## src/rtl/pd_pkg.sv

```systemverilog
package pd_pkg;
  typedef enum logic [0:0] {PAT_CONST, PAT_FROM_C} pat_src_e;
  typedef enum logic [1:0] {MASK_CONST, MASK_FROM_C, MASK_ROUND} mask_src_e;
  typedef enum logic [1:0] {AR_OFF, AR_ON_MATCH, AR_ON_MISS} ar_mode_e;
endpackage

```

## src/rtl/pd_ref_sel.sv

```systemverilog
module pd_ref_sel #(
  parameter int                  WIDTH    = 48,
  parameter logic [WIDTH-1:0]    PATTERN  = '0,
  parameter logic [WIDTH-1:0]    MASK     = '0,
  parameter pd_pkg::pat_src_e    PAT_SRC  = pd_pkg::PAT_CONST,
  parameter pd_pkg::mask_src_e   MASK_SRC = pd_pkg::MASK_CONST
) (
  input  logic [WIDTH-1:0] c_i,
  output logic [WIDTH-1:0] pat_o,
  output logic [WIDTH-1:0] mask_o
);
  localparam logic [WIDTH-1:0] ONE = WIDTH'(1);

  logic [WIDTH-1:0] round_mask;
  assign round_mask = ~((c_i << 1) - ONE);

  assign pat_o = (PAT_SRC == pd_pkg::PAT_FROM_C) ? c_i : PATTERN;

  always_comb begin
    unique case (MASK_SRC)
      pd_pkg::MASK_FROM_C: mask_o = c_i;
      pd_pkg::MASK_ROUND:  mask_o = round_mask;
      default:             mask_o = MASK;
    endcase
  end
endmodule

```

## src/rtl/pd_compare.sv

```systemverilog
module pd_compare #(
  parameter int WIDTH = 48
) (
  input  logic [WIDTH-1:0] value_i,
  input  logic [WIDTH-1:0] pat_i,
  input  logic [WIDTH-1:0] mask_i,
  output logic             det_o,
  output logic             bdet_o
);
  // mask bit set = position ignored
  assign det_o  = &((value_i ~^ pat_i) | mask_i);
  assign bdet_o = &((value_i ^ pat_i) | mask_i);
endmodule

```

## src/rtl/pd_flag_ctrl.sv

```systemverilog
module pd_flag_ctrl #(
  parameter pd_pkg::ar_mode_e AR_MODE = pd_pkg::AR_OFF
) (
  input  logic clk_i,
  input  logic rst_ni,
  input  logic det_nxt_i,
  input  logic bdet_nxt_i,
  output logic det_o,
  output logic bdet_o,
  output logic ovf_o,
  output logic unf_o,
  output logic fire_o
);
  logic det_q, bdet_q, hist_q, ovf_q, unf_q;
  logic fire;
  logic none_nxt;

  assign none_nxt = ~det_nxt_i & ~bdet_nxt_i;

  always_comb begin
    unique case (AR_MODE)
      pd_pkg::AR_ON_MATCH: fire = det_q;
      pd_pkg::AR_ON_MISS:  fire = hist_q & ~det_q;
      default:             fire = 1'b0;
    endcase
  end

  always_ff @(posedge clk_i or negedge rst_ni) begin
    if (!rst_ni) begin
      det_q  <= 1'b0;
      bdet_q <= 1'b0;
      hist_q <= 1'b0;
      ovf_q  <= 1'b0;
      unf_q  <= 1'b0;
    end else if (fire) begin
      det_q  <= 1'b0;
      bdet_q <= 1'b0;
      hist_q <= 1'b0;
      ovf_q  <= 1'b0;
      unf_q  <= 1'b0;
    end else begin
      det_q  <= det_nxt_i;
      bdet_q <= bdet_nxt_i;
      hist_q <= det_q;
      ovf_q  <= det_q & none_nxt;
      unf_q  <= bdet_q & none_nxt;
    end
  end

  assign det_o  = det_q;
  assign bdet_o = bdet_q;
  assign ovf_o  = ovf_q;
  assign unf_o  = unf_q;
  assign fire_o = fire;

  AST_OVF_AFTER_DET: assert property (@(posedge clk_i) disable iff (!rst_ni)
    ovf_q |-> $past(det_q));
  AST_OVF_NO_MATCH: assert property (@(posedge clk_i) disable iff (!rst_ni)
    ovf_q |-> (!det_q && !bdet_q));
  AST_UNF_AFTER_BDET: assert property (@(posedge clk_i) disable iff (!rst_ni)
    unf_q |-> $past(bdet_q));
  AST_FIRE_CLEARS_FLAGS: assert property (@(posedge clk_i) disable iff (!rst_ni)
    fire |=> (!det_q && !bdet_q && !ovf_q && !unf_q));
endmodule

```

## src/rtl/pd_round.sv

```systemverilog
module pd_round #(
  parameter int WIDTH   = 48,
  parameter int RND_BIT = 0
) (
  input  logic [WIDTH-1:0] p_i,
  input  logic             tie_i,
  output logic [WIDTH-1:0] p_round_o
);
  localparam logic [WIDTH-1:0] CLR_MASK = ~(WIDTH'(1) << RND_BIT);

  assign p_round_o = tie_i ? (p_i & CLR_MASK) : p_i;

  always_comb begin
    if (!tie_i) AST_ROUND_PASS: assert (p_round_o == p_i);
  end
endmodule

```

## src/rtl/masked_pattern_detect.sv

```systemverilog
module masked_pattern_detect #(
  parameter int                  WIDTH    = 48,
  parameter logic [WIDTH-1:0]    PATTERN  = '0,
  parameter logic [WIDTH-1:0]    MASK     = '0,
  parameter pd_pkg::pat_src_e    PAT_SRC  = pd_pkg::PAT_CONST,
  parameter pd_pkg::mask_src_e   MASK_SRC = pd_pkg::MASK_CONST,
  parameter pd_pkg::ar_mode_e    AR_MODE  = pd_pkg::AR_OFF,
  parameter int                  RND_BIT  = 0
) (
  input  logic             clk_i,
  input  logic             rst_ni,
  input  logic [WIDTH-1:0] p_d_i,
  input  logic [WIDTH-1:0] c_i,
  output logic [WIDTH-1:0] p_o,
  output logic [WIDTH-1:0] p_round_o,
  output logic             pat_det_o,
  output logic             pat_bdet_o,
  output logic             overflow_o,
  output logic             underflow_o,
  output logic             autorst_o
);
  logic [WIDTH-1:0] pat, mask;
  logic             det_nxt, bdet_nxt;
  logic             fire;
  logic [WIDTH-1:0] p_q;
  logic             arm_q;

  pd_ref_sel #(
    .WIDTH(WIDTH), .PATTERN(PATTERN), .MASK(MASK),
    .PAT_SRC(PAT_SRC), .MASK_SRC(MASK_SRC)
  ) i_ref_sel (
    .c_i   (c_i),
    .pat_o (pat),
    .mask_o(mask)
  );

  pd_compare #(.WIDTH(WIDTH)) i_compare (
    .value_i(p_d_i),
    .pat_i  (pat),
    .mask_i (mask),
    .det_o  (det_nxt),
    .bdet_o (bdet_nxt)
  );

  pd_flag_ctrl #(.AR_MODE(AR_MODE)) i_flag_ctrl (
    .clk_i     (clk_i),
    .rst_ni    (rst_ni),
    .det_nxt_i (det_nxt),
    .bdet_nxt_i(bdet_nxt),
    .det_o     (pat_det_o),
    .bdet_o    (pat_bdet_o),
    .ovf_o     (overflow_o),
    .unf_o     (underflow_o),
    .fire_o    (fire)
  );

  always_ff @(posedge clk_i or negedge rst_ni) begin
    if (!rst_ni) begin
      p_q   <= '0;
      arm_q <= 1'b0;
    end else begin
      p_q   <= fire ? '0 : p_d_i;
      arm_q <= 1'b1;
    end
  end

  pd_round #(.WIDTH(WIDTH), .RND_BIT(RND_BIT)) i_round (
    .p_i      (p_q),
    .tie_i    (pat_det_o),
    .p_round_o(p_round_o)
  );

  assign p_o       = p_q;
  assign autorst_o = fire;

  AST_P_FOLLOWS_INPUT: assert property (@(posedge clk_i) disable iff (!rst_ni)
    (arm_q && !$past(fire)) |-> (p_o == $past(p_d_i)));
  AST_AUTORST_CLEARS_P: assert property (@(posedge clk_i) disable iff (!rst_ni)
    fire |=> (p_o == '0));
endmodule

```

## config.mk

```make
export PLATFORM = sky130hd
export DESIGN_NAME = masked_pattern_detect
export DESIGN_NICKNAME = d
export VERILOG_FILES = /design/src/rtl/pd_pkg.sv /design/src/rtl/pd_ref_sel.sv /design/src/rtl/pd_compare.sv /design/src/rtl/pd_flag_ctrl.sv /design/src/rtl/pd_round.sv /design/src/rtl/masked_pattern_detect.sv
export SDC_FILE = /design/constraint.sdc
export NUM_CORES = 1
export LEC_CHECK = 0
export BUFFER_PORTS_ARGS = -buffer_cell sky130_fd_sc_hd__buf_2
export CORE_ASPECT_RATIO = 0.7
export CORE_MARGIN = 5
export CORE_UTILIZATION = 37
export DETAILED_ROUTE_END_ITERATION = 8
export MAX_ROUTING_LAYER = met4
export PLACE_DENSITY = 0.85
export SLEW_MARGIN = 10
export SYNTH_ARGS = -nofsm -noshare
export SYNTH_HDL_FRONTEND = slang
export SYNTH_SLANG_ARGS = --single-unit
```

## constraint.sdc

```tcl
create_clock -name clk_i -period 0.9 [get_ports clk_i]
set_input_delay 0.045 -clock clk_i [delete_from_list [all_inputs] [get_ports clk_i]]
set_output_delay 0.045 -clock clk_i [all_outputs]
set_load 0.01 [all_outputs]
```

# Word-level counts from Yosys, hierarchy flattened

Index checks and enable logic that the tools add are counted.

Register bits after elaboration: 52
Output and inout port bits: 101
Word-level logic and storage cells: 14

Mux-type cells: 1
Bitwise logic cells: 6
Reductions and logical operators: 2

Operators by type and width:

| cell               | number |
|---|---|
| $reduce_and A48 Y1 | 2 |
| $not A48 Y48       | 1 |
| $and A1 B1 Y1      | 3 |
| $not A1 Y1         | 2 |
| $mux W1            | 1 |

# Longest topological paths before layout

Gate-level depths: netlist (run 1).

Depth after elaboration: 5
Depth in mapped cells: 4

# Modules after synthesis

A second synthesis (run 1) with hierarchy kept.

Cells, all modules: 405
Area, all modules: 3816.2 um^2

Modules (own cells, without submodules):

| module                | times used | cells an instance | area each (um^2) | seq. area each (um^2) |
|---|---|---|---|---|
| masked_pattern_detect | 1          | 101               | 1545.2           | 1201.2 |
| pd_compare            | 1          | 151               | 1053.5           | 0.0 |
| pd_ref_sel            | 1          | 97                | 724.4            | 0.0 |
| pd_round              | 1          | 48                | 366.6            | 0.0 |
| pd_flag_ctrl          | 1          | 8                 | 126.4            | 100.1 |

# Least setup slack after synthesis (run 1)

No wires, ideal clock.

Kind: input port to flip-flop
From: input port p_d_i[33]
To: register i_flag_ctrl.ovf_q, in the netlist i_flag_ctrl.ovf_o
Arrival: 0.710 ns
Path slack: 0.063 ns
Stages on the path: 4
Buffers on the path: 0
Cells stage by stage: nor4_1 -> nand4_1 -> nor3_2 -> nor3b_1

Longest elaborated chain between the ends: 5
Elaborated cells between the ends (all ways): 7

RTL lines:

| item                   | RTL line                    | source |
|---|---|---|
| start: declaration     | masked_pattern_detect.sv:12 | `input logic [WIDTH-1:0] p_d_i,` |
| $not A48 Y48 (no line) | --                          |  |
| $reduce_and A48 Y1     | pd_compare.sv:11            | `assign det_o = &((value_i ~^ pat_i) \| mask_i);` |
| via det_nxt            | masked_pattern_detect.sv:23 | `logic det_nxt, bdet_nxt;` |
| $not A1 Y1             | pd_flag_ctrl.sv:18          | `assign none_nxt = ~det_nxt_i & ~bdet_nxt_i;` |
| $and A1 B1 Y1          | pd_flag_ctrl.sv:18          |  |
| $and A1 B1 Y1          | pd_flag_ctrl.sv:45          | `ovf_q <= det_q & none_nxt;` |
| end signal: assignment | pd_flag_ctrl.sv:45          |  |
| end: declaration       | pd_flag_ctrl.sv:14          | `logic det_q, bdet_q, hist_q, ovf_q, unf_q;` |

The timed path passes the listed nets, and every way through them passes these cells.

# Final worst setup path (run 1)

From: register i_flag_ctrl.det_q, in the netlist i_flag_ctrl.det_o
To: output port p_round_o[0]

Longest elaborated chain between the ends: 1

RTL lines:

| item                     | RTL line                    | source |
|---|---|---|
| start: declaration       | pd_flag_ctrl.sv:14          |  |
| start signal: assignment | pd_flag_ctrl.sv:42          | `det_q <= det_nxt_i;` |
| $mux W1                  | pd_round.sv:11              | `assign p_round_o = tie_i ? (p_i & CLR_MASK) : p_i;` |
| end: declaration         | masked_pattern_detect.sv:15 | `output logic [WIDTH-1:0] p_round_o,` |

Every way passes these cells.

==> results of run 1 <==
## metal layers
layer  vias up  part of all wire, %
li1        789                    -
met1       801                   36
met2        89                   54
met3         4                  8.6
met4         0                 0.93
met5         -                    0
## what timing repair did
action | in CTS | in global routing
endpoints found under the setup margin | 4 | 27
hold endpoints to repair | 100 | 0
pin swaps | 0 | 6
hold buffers | 49 | 0
gates resized for setup | 2 | 18
gates cloned | 0 | 0
## sequential cells by signal, summed over array words and instances (netlist names)
| register | cells |
|---|---|
| i_flag_ctrl.det_o | 1 |
| p_o | 48 |
| i_flag_ctrl.ovf_o | 1 |
| i_flag_ctrl.unf_o | 1 |
| i_flag_ctrl.bdet_o | 1 |
## worst max-delay path: cells and delay by family, from the launching register on
family | cells | cell delay [ns]
AND/OR/NAND/NOR | 1 | 0.13
flip-flops | 1 | 0.41
buffers and inverters | 1 | 0.15
## cells in the final DEF, fill, tap and decap left out
master	count
buf_2	147
dfrtp_1	52
dlygate4sd3_1	49
buf_4	19
nand4_1	15
nor4_2	8
clkbuf_8	7
nor4_1	4
nor4_4	3
nor3b_2	2
buf_6	2
nor3_4	1
and3_2	1
nor2b_1	1
conb_1	1
buf_12	1
## layout make-up
| class | count | area [um^2] |
|---|---|---|
| clock buffers | 7 | 96.3 |
| fillers | 363 | 1620 |
| multi-input cells | 36 | 342 |
| flip-flops and latches | 52 | 1300 |
| well taps | 69 | 86.3 |
| repair buffers | 218 | 1410 |
## through the flow
stage          TNS, ns  area [um^2]  instances  util (%)  hold slack, ns
2_1_floorplan        0         1900        136         -          -0.251
3_3_place_gp     -1.18         2540        327      52.2          0.0501
3_5_place_dp     -1.18         2540        327      52.2          0.0621
4_1_cts         -0.154         3140        383      64.6          0.0796
5_1_grt         -0.469         3240        382      66.6           0.126
6_report        -0.121         3240        382      66.6           0.114
## final timing paths
path / start / end / slack (ns) / cells after the start
max: i_flag_ctrl.det_o$_DFF_PN0_ / p_round_o[0] / -0.12 / 2
min: p_d_i[6] / i_flag_ctrl.det_o$_DFF_PN0_ / 0.11 / 4
max reg2reg: i_flag_ctrl.det_o$_DFF_PN0_ / i_flag_ctrl.ovf_o$_DFF_PN0_ / 0.22 / 1
min reg2reg: i_flag_ctrl.bdet_o$_DFF_PN0_ / i_flag_ctrl.unf_o$_DFF_PN0_ / 0.54 / 1
max in group asynchronous: rst_ni / p_o[29]$_DFF_PN0_ / 0.41 / 3
min in group asynchronous: rst_ni / p_o[32]$_DFF_PN0_ / 0.26 / 3
## power breakdown
group	internal, uW	switching (uW)
Combinational	446	406
Sequential	2440	48.9
Clock	685	678
## logic make-up (layout without fill, tap and decap cells)
kind of cell	Yosys count	count (layout)	synth area share, %
AND/OR/NAND/NOR	35	35	12.2
flip-flops	52	52	68.6
buffers and inverters	48	225	19.0
other	1	1	0.198
==> results by group, run 1 <==
Clocking
  – Skew-Pair Late Insertion Delay: 0.29 ns
  – Clock-pin slew on the worst setup and hold paths: 0.08 ns
  – Sink Count: 52
  – CTS root buf: clkbuf_8
  – TritonCTS clock tree: built
  – Cts bufs inserted: 5
  – Clock Path Buffers: 2
  – H-tree depth: 2
  – Setup bufs post-CTS: 0

Status
  – Failing checks: setup timing
  – Outcome: finished, violations left

STA
  – Final setup violation count: 1
  – Fin worst setup slack: -0.121 ns
  – RSZ-0062 raised after global routing: yes
  – Slew Limit Fails: 0
  – Endpoints failing hold: 0
  – Fin crit share: 113%
  – Skew final: 0.000541 ns
  – Fmax: 0.979 GHz
  – Tmin final: 1.02 ns

Yosys
  – EDFF count, synth: 0
  – Top-count cell post-synth: dfrtp_1
  – Synth Flop Type: dfrtp_1
  – Synth top area share: 68.6%
  – Avg Cell Area, Syn: 13.9 um^2
  – #FFs+latches synth: 52
  – Count of cell types in the netlist: 10
  – Largest area contributor in the netlist: dfrtp_1
  – Syn nets: 234
  – Synthesized instance count: 136
  – Mapped cell area: 0.00190 mm^2
  – Synth top cells by count: dfrtp_1 (52), buf_4 (48), nand4_1 (15)
  – Ys async rst share: 100%
  – Synthesis Warnings: 0
  – Sequential fraction of the synthesis area: 68.6%
  – Synth top area cells: dfrtp_1 (69%), buf_4 (19%), nand4_1 (4.9%), nor4_1 (4.6%), nor3b_1 (0.79%)

Route
  – Routed via count: 1,683
  – Vias/cell: 4.41
  – Routed wire length: 5.59 mm
  – Wire per inst: 14.6 um
  – Initial DRC Count: 31
  – 1st-pass router iterations: 4
  – Drt drc: 0
  – Final antenna-violating net count: 0

GRT
  – Initial antenna violation count: 0
  – Met2 Use GR: 30.9%
  – Met1 usage: 17.7%
  – Gr busiest metal: met2
  – Largest net degree at the start of global routing: 53
  – First-pass GRT wire length: 8.29 mm
  – Grt total ovfl: 0
  – Met3 Use GR: 3.97%
  – GRT Total Usage: 16.7%
  – Vias in the first global route: 1,753

Floorplan
  – IO Pins: 199
  – Full die area: 0.00668 mm^2
  – Die H: 69.9 um
  – Die width: 95.6 um
  – Core Box Area: 0.00486 mm^2
  – Row cnt: 21
  – Initial Util: 39.0%

Worst setup path
  – Critical path endpoint category: output port
  – CP arrival: 0.98 ns
  – Type of origin of the critical path: flop
  – Critical Path Fanout Max: 3
  – Setup CP Type: reg2out
  – CP max stage cell: dfrtp_1
  – Critical Path Max Stage Delay: 0.41 ns
  – Critical Path, Cell by Cell: nor2b_1, buf_2
  – CP required: 0.85 ns

Finish
  – Share of layout cells above drive strength 1: 61.0%
  – Area Growth Syn to Fin: 70.6%
  – Ant. Diodes: 0
  – Final nets: 411

Place
  – Placer Congestion: 0.739
  – Input/output buffers: 149
  – Pre-CTS setup slack: -0.378 ns

Power
  – Pwr dens: 1450 mW/mm^2
  – Worst VDD drop: 0.000791 V
  – Pwr Total: 4710 uW
  – Leakage: 0.00163 uW

Min path
  – Worst hold path type: in2reg

Job
  – Maxcap violations: 0
No activity file was read; power rests on OpenSTA's default activity.
==> run 2: changes to the inputs <==
--- a/config.mk
+++ b/config.mk
@@ -8,11 +8,12 @@
 export BUFFER_PORTS_ARGS = -buffer_cell sky130_fd_sc_hd__buf_2
 export CORE_ASPECT_RATIO = 0.7
 export CORE_MARGIN = 5
-export CORE_UTILIZATION = 37
+export CORE_UTILIZATION = 50
 export DETAILED_ROUTE_END_ITERATION = 8
 export MAX_ROUTING_LAYER = met4
-export PLACE_DENSITY = 0.85
+export PLACE_DENSITY = 0.88
 export SLEW_MARGIN = 10
 export SYNTH_ARGS = -nofsm -noshare
 export SYNTH_HDL_FRONTEND = slang
+export SYNTH_HIERARCHICAL = 1
 export SYNTH_SLANG_ARGS = --single-unit
==> constraint.sdc (replaced) <==
create_clock -name clk_i -period 0.9 [get_ports clk_i]
set_input_delay 0.045 -clock clk_i [delete_from_list [all_inputs] [get_ports clk_i]]
set_output_delay 0.045 -clock clk_i [all_outputs]
set_load 0.005 [all_outputs]
==> run 2 against run 1 <==
Compared with the run above:
- critical path type unchanged
- register-to-register slack got worse by 0.08 ns
- via count increased by 65%
- the flow still finishes with violations (setup timing)
- first-iteration DRC count rose to 3.3 times the previous value
- power increased by 15%
- fmax increased by 1.1%
- non-clock buffer count down 23
- cell area increased by 43%
- core utilization down 3.8 points
==> results by group, run 2 <==
Yosys
  – Main combinational cell family by area after synthesis: buffers and inverters
  – Sequential fraction of the synthesis area: 34.1%
  – Synth Flop Type: dfrtp_1
  – Synthesized instance count: 405
  – Synthesis Warnings: 6
  – #FFs+latches synth: 52
  – Post-synthesis compound-gate area fraction: 3.93%
  – Largest area contributor in the netlist: dfrtp_1
  – Top-count cell post-synth: buf_4
  – Post-Synth Adder-Cell Area: 0%
  – Count of cell types in the netlist: 19
  – Simple-gate portion of the synthesized area: 21.3%
  – Post-synthesis mux area share: 0%
  – Ys async rst share: 100%
  – Synth top cells by count: buf_4 (144), dfrtp_1 (52), nor2b_1 (48), xnor2_1 (48), nand2b_1 (44)
  – Avg Cell Area, Syn: 9.42 um^2
  – Mapped cell area: 0.00382 mm^2
  – Synth top area cells: dfrtp_1 (34%), buf_4 (28%), xnor2_1 (11%), nor2b_1 (7.9%), nand2b_1 (7.2%)
  – Synth top area share: 34.1%
  – Xor/xnor share of the synthesized area: 11.0%
  – EDFF count, synth: 0

Clocking
  – Clock Path Buffers: 2
  – Sink Count: 52
  – TritonCTS clock tree: built
  – Setup bufs post-CTS: 0
  – Clock-pin slew on the worst setup and hold paths: 0.09 ns
  – CTS root buf: clkbuf_8
  – Cts bufs inserted: 5
  – H-tree depth: 2
  – Skew-Pair Late Insertion Delay: 0.30 ns

Worst setup path
  – Type of origin of the critical path: flop
  – CP max stage cell: dfrtp_2
  – Worst Path Buf+Inv: 1
  – Critical Path, Cell by Cell: nor2b_4, buf_2
  – Critical path endpoint category: output port
  – Setup CP Type: reg2out
  – Top delay family on crit path: flip-flops
  – CP arrival: 0.97 ns
  – CP required: 0.85 ns
  – Critical Path Max Stage Delay: 0.45 ns
  – Critical Path Fanout Max: 3

STA
  – Fin crit share: 112%
  – Fin worst setup slack: -0.110 ns
  – Final setup violation count: 6
  – Skew final: 0.00638 ns
  – Tmin final: 1.01 ns
  – WHS: 0.000991 ns
  – Endpoints failing hold: 0
  – Fmax: 0.990 GHz
  – RSZ-0062 raised after global routing: yes
  – Slew Limit Fails: 0

Floorplan
  – Row cnt: 26
  – IO Pins: 199
  – Die width: 114 um
  – Initial Util: 51.9%
  – Core Box Area: 0.00735 mm^2
  – Die H: 83.1 um
  – Full die area: 0.00951 mm^2

Finish
  – Max reg flops: 48
  – Most frequent cells in the layout: buf_2 (146), conb_1 (97), dfrtp_1 (51)
  – Area Growth Syn to Fin: 20.9%
  – Ant. Diodes: 0
  – Flip-flop and latch area: 0.00130 mm^2
  – Share of layout cells above drive strength 1: 32.7%
  – Final nets: 651
  – Cell Count, Final, Fillers Out: 652
  – # fillers: 650
  – Most common cell after layout, fill and taps aside: buf_2
  – Final core utilization: 62.8%
  – Multi-input logic area: 0.00188 mm^2

Status
  – Outcome: finished, violations left
  – Failing checks: setup timing

Route
  – Final antenna-violating net count: 0
  – Wire per inst: 13.2 um
  – 1st-pass router iterations: 4
  – Vias/cell: 4.27
  – Routed wire length: 8.58 mm
  – Drt drc: 0
  – Initial DRC Count: 101
  – Routed via count: 2,783

GRT
  – Grt total ovfl: 0
  – GRT Total Usage: 18.1%
  – First-pass GRT wire length: 13.5 mm
  – Initial antenna violation count: 0
  – Vias in the first global route: 2,906
  – Largest net degree at the start of global routing: 53

Power
  – Pwr dens: 1180 mW/mm^2
  – Leakage: 0.00242 uW
  – Worst VDD drop: 0.000581 V

Place
  – DP HPWL: 6.67 mm
  – Placed insts: 606
  – Input/output buffers: 149
  – Placer Congestion: 0.808

Job
  – Maxcap violations: 0

Min path
  – Worst hold path type: in2reg
## run 2: layer usage
| layer | track usage [%] | share of wire, % |
|---|---|---|
| met5 | - | 0 |
| met1 | 21.0 | 41 |
| met2 | 32.8 | 51 |
| met4 | 3.02 | 0.68 |
| met3 | 3.63 | 6.9 |
## run 2: path summary, 6_finish.rpt
check | slack (ns) | startpoint | endpoint | depth (start not counted)
setup reg to reg | 0.14 | i_flag_ctrl/det_o$_DFF_PN0_ | i_flag_ctrl/ovf_o$_DFF_PN0_ | 1
hold reg to reg | 0.57 | i_flag_ctrl/bdet_o$_DFF_PN0_ | i_flag_ctrl/unf_o$_DFF_PN0_ | 1
setup / recovery | -0.11 | i_flag_ctrl/det_o$_DFF_PN0_ | p_round_o[0] | 2
hold / removal | 0.001 | p_d_i[25] | p_o[25]$_DFF_PN0_ | 2
max in group asynchronous | 0.38 | rst_ni | i_flag_ctrl/det_o$_DFF_PN0_ | 3
min in group asynchronous | 0.25 | rst_ni | p_o[45]$_DFF_PN0_ | 3
## run 2: area by class of cell
| cell class | instances | share of cell area [%] |
|---|---|---|
| Multi-Input combinational cell | 299 | 40.7 |
| Sequential cell | 52 | 28.2 |
| Timing Repair Buffer | 195 | 26.5 |
| Tap cell | 98 | 2.66 |
| Clock buffer | 8 | 1.95 |
## run 2: timing repair
item | 4_1_cts | 5_1_grt
hold buffers | 33 | 5
pin swaps | 0 | 1
setup endpoints to repair | 7 | 34
endpoints found under the hold margin | 84 | 5
cloned | 0 | 0
resized for setup | 8 | 11
## run 2: metrics by stage
stage / TNS, ns / setup WS, ns / power (uW) / cell area, um^2
final: -0.286 / -0.110 / 5420 / 4610
after global routing: -0.968 / -0.164 / 5730 / 4610
after CTS: -0.420 / -0.129 / 5380 / 4490
after detailed placement: -1.47 / -0.456 / 3860 / 4030
after global placement: -1.05 / -0.324 / 3820 / 4030
after floorplan: -0.0959 / -0.0480 / 3730 / 4210
## run 2: power by group
part	leakage [uW]	internal [uW]	switching, uW	total, uW
combinational	0.00170	801	737	1540
clock	0.0000455	630	764	1390
sequential	0.000673	2440	47.6	2490
total	0.00242	3870	1550	5420
## run 2: kinds of logic (layout without fill, tap and decap cells)
kind of cell / after synthesis / in the layout
buffers and inverters: 149 / 203
AND/OR/NAND/NOR: 130 / 130
flip-flops: 52 / 52
XOR/XNOR: 48 / 48
AO/OA/AOI/OAI: 24 / 24
other: 2 / 97
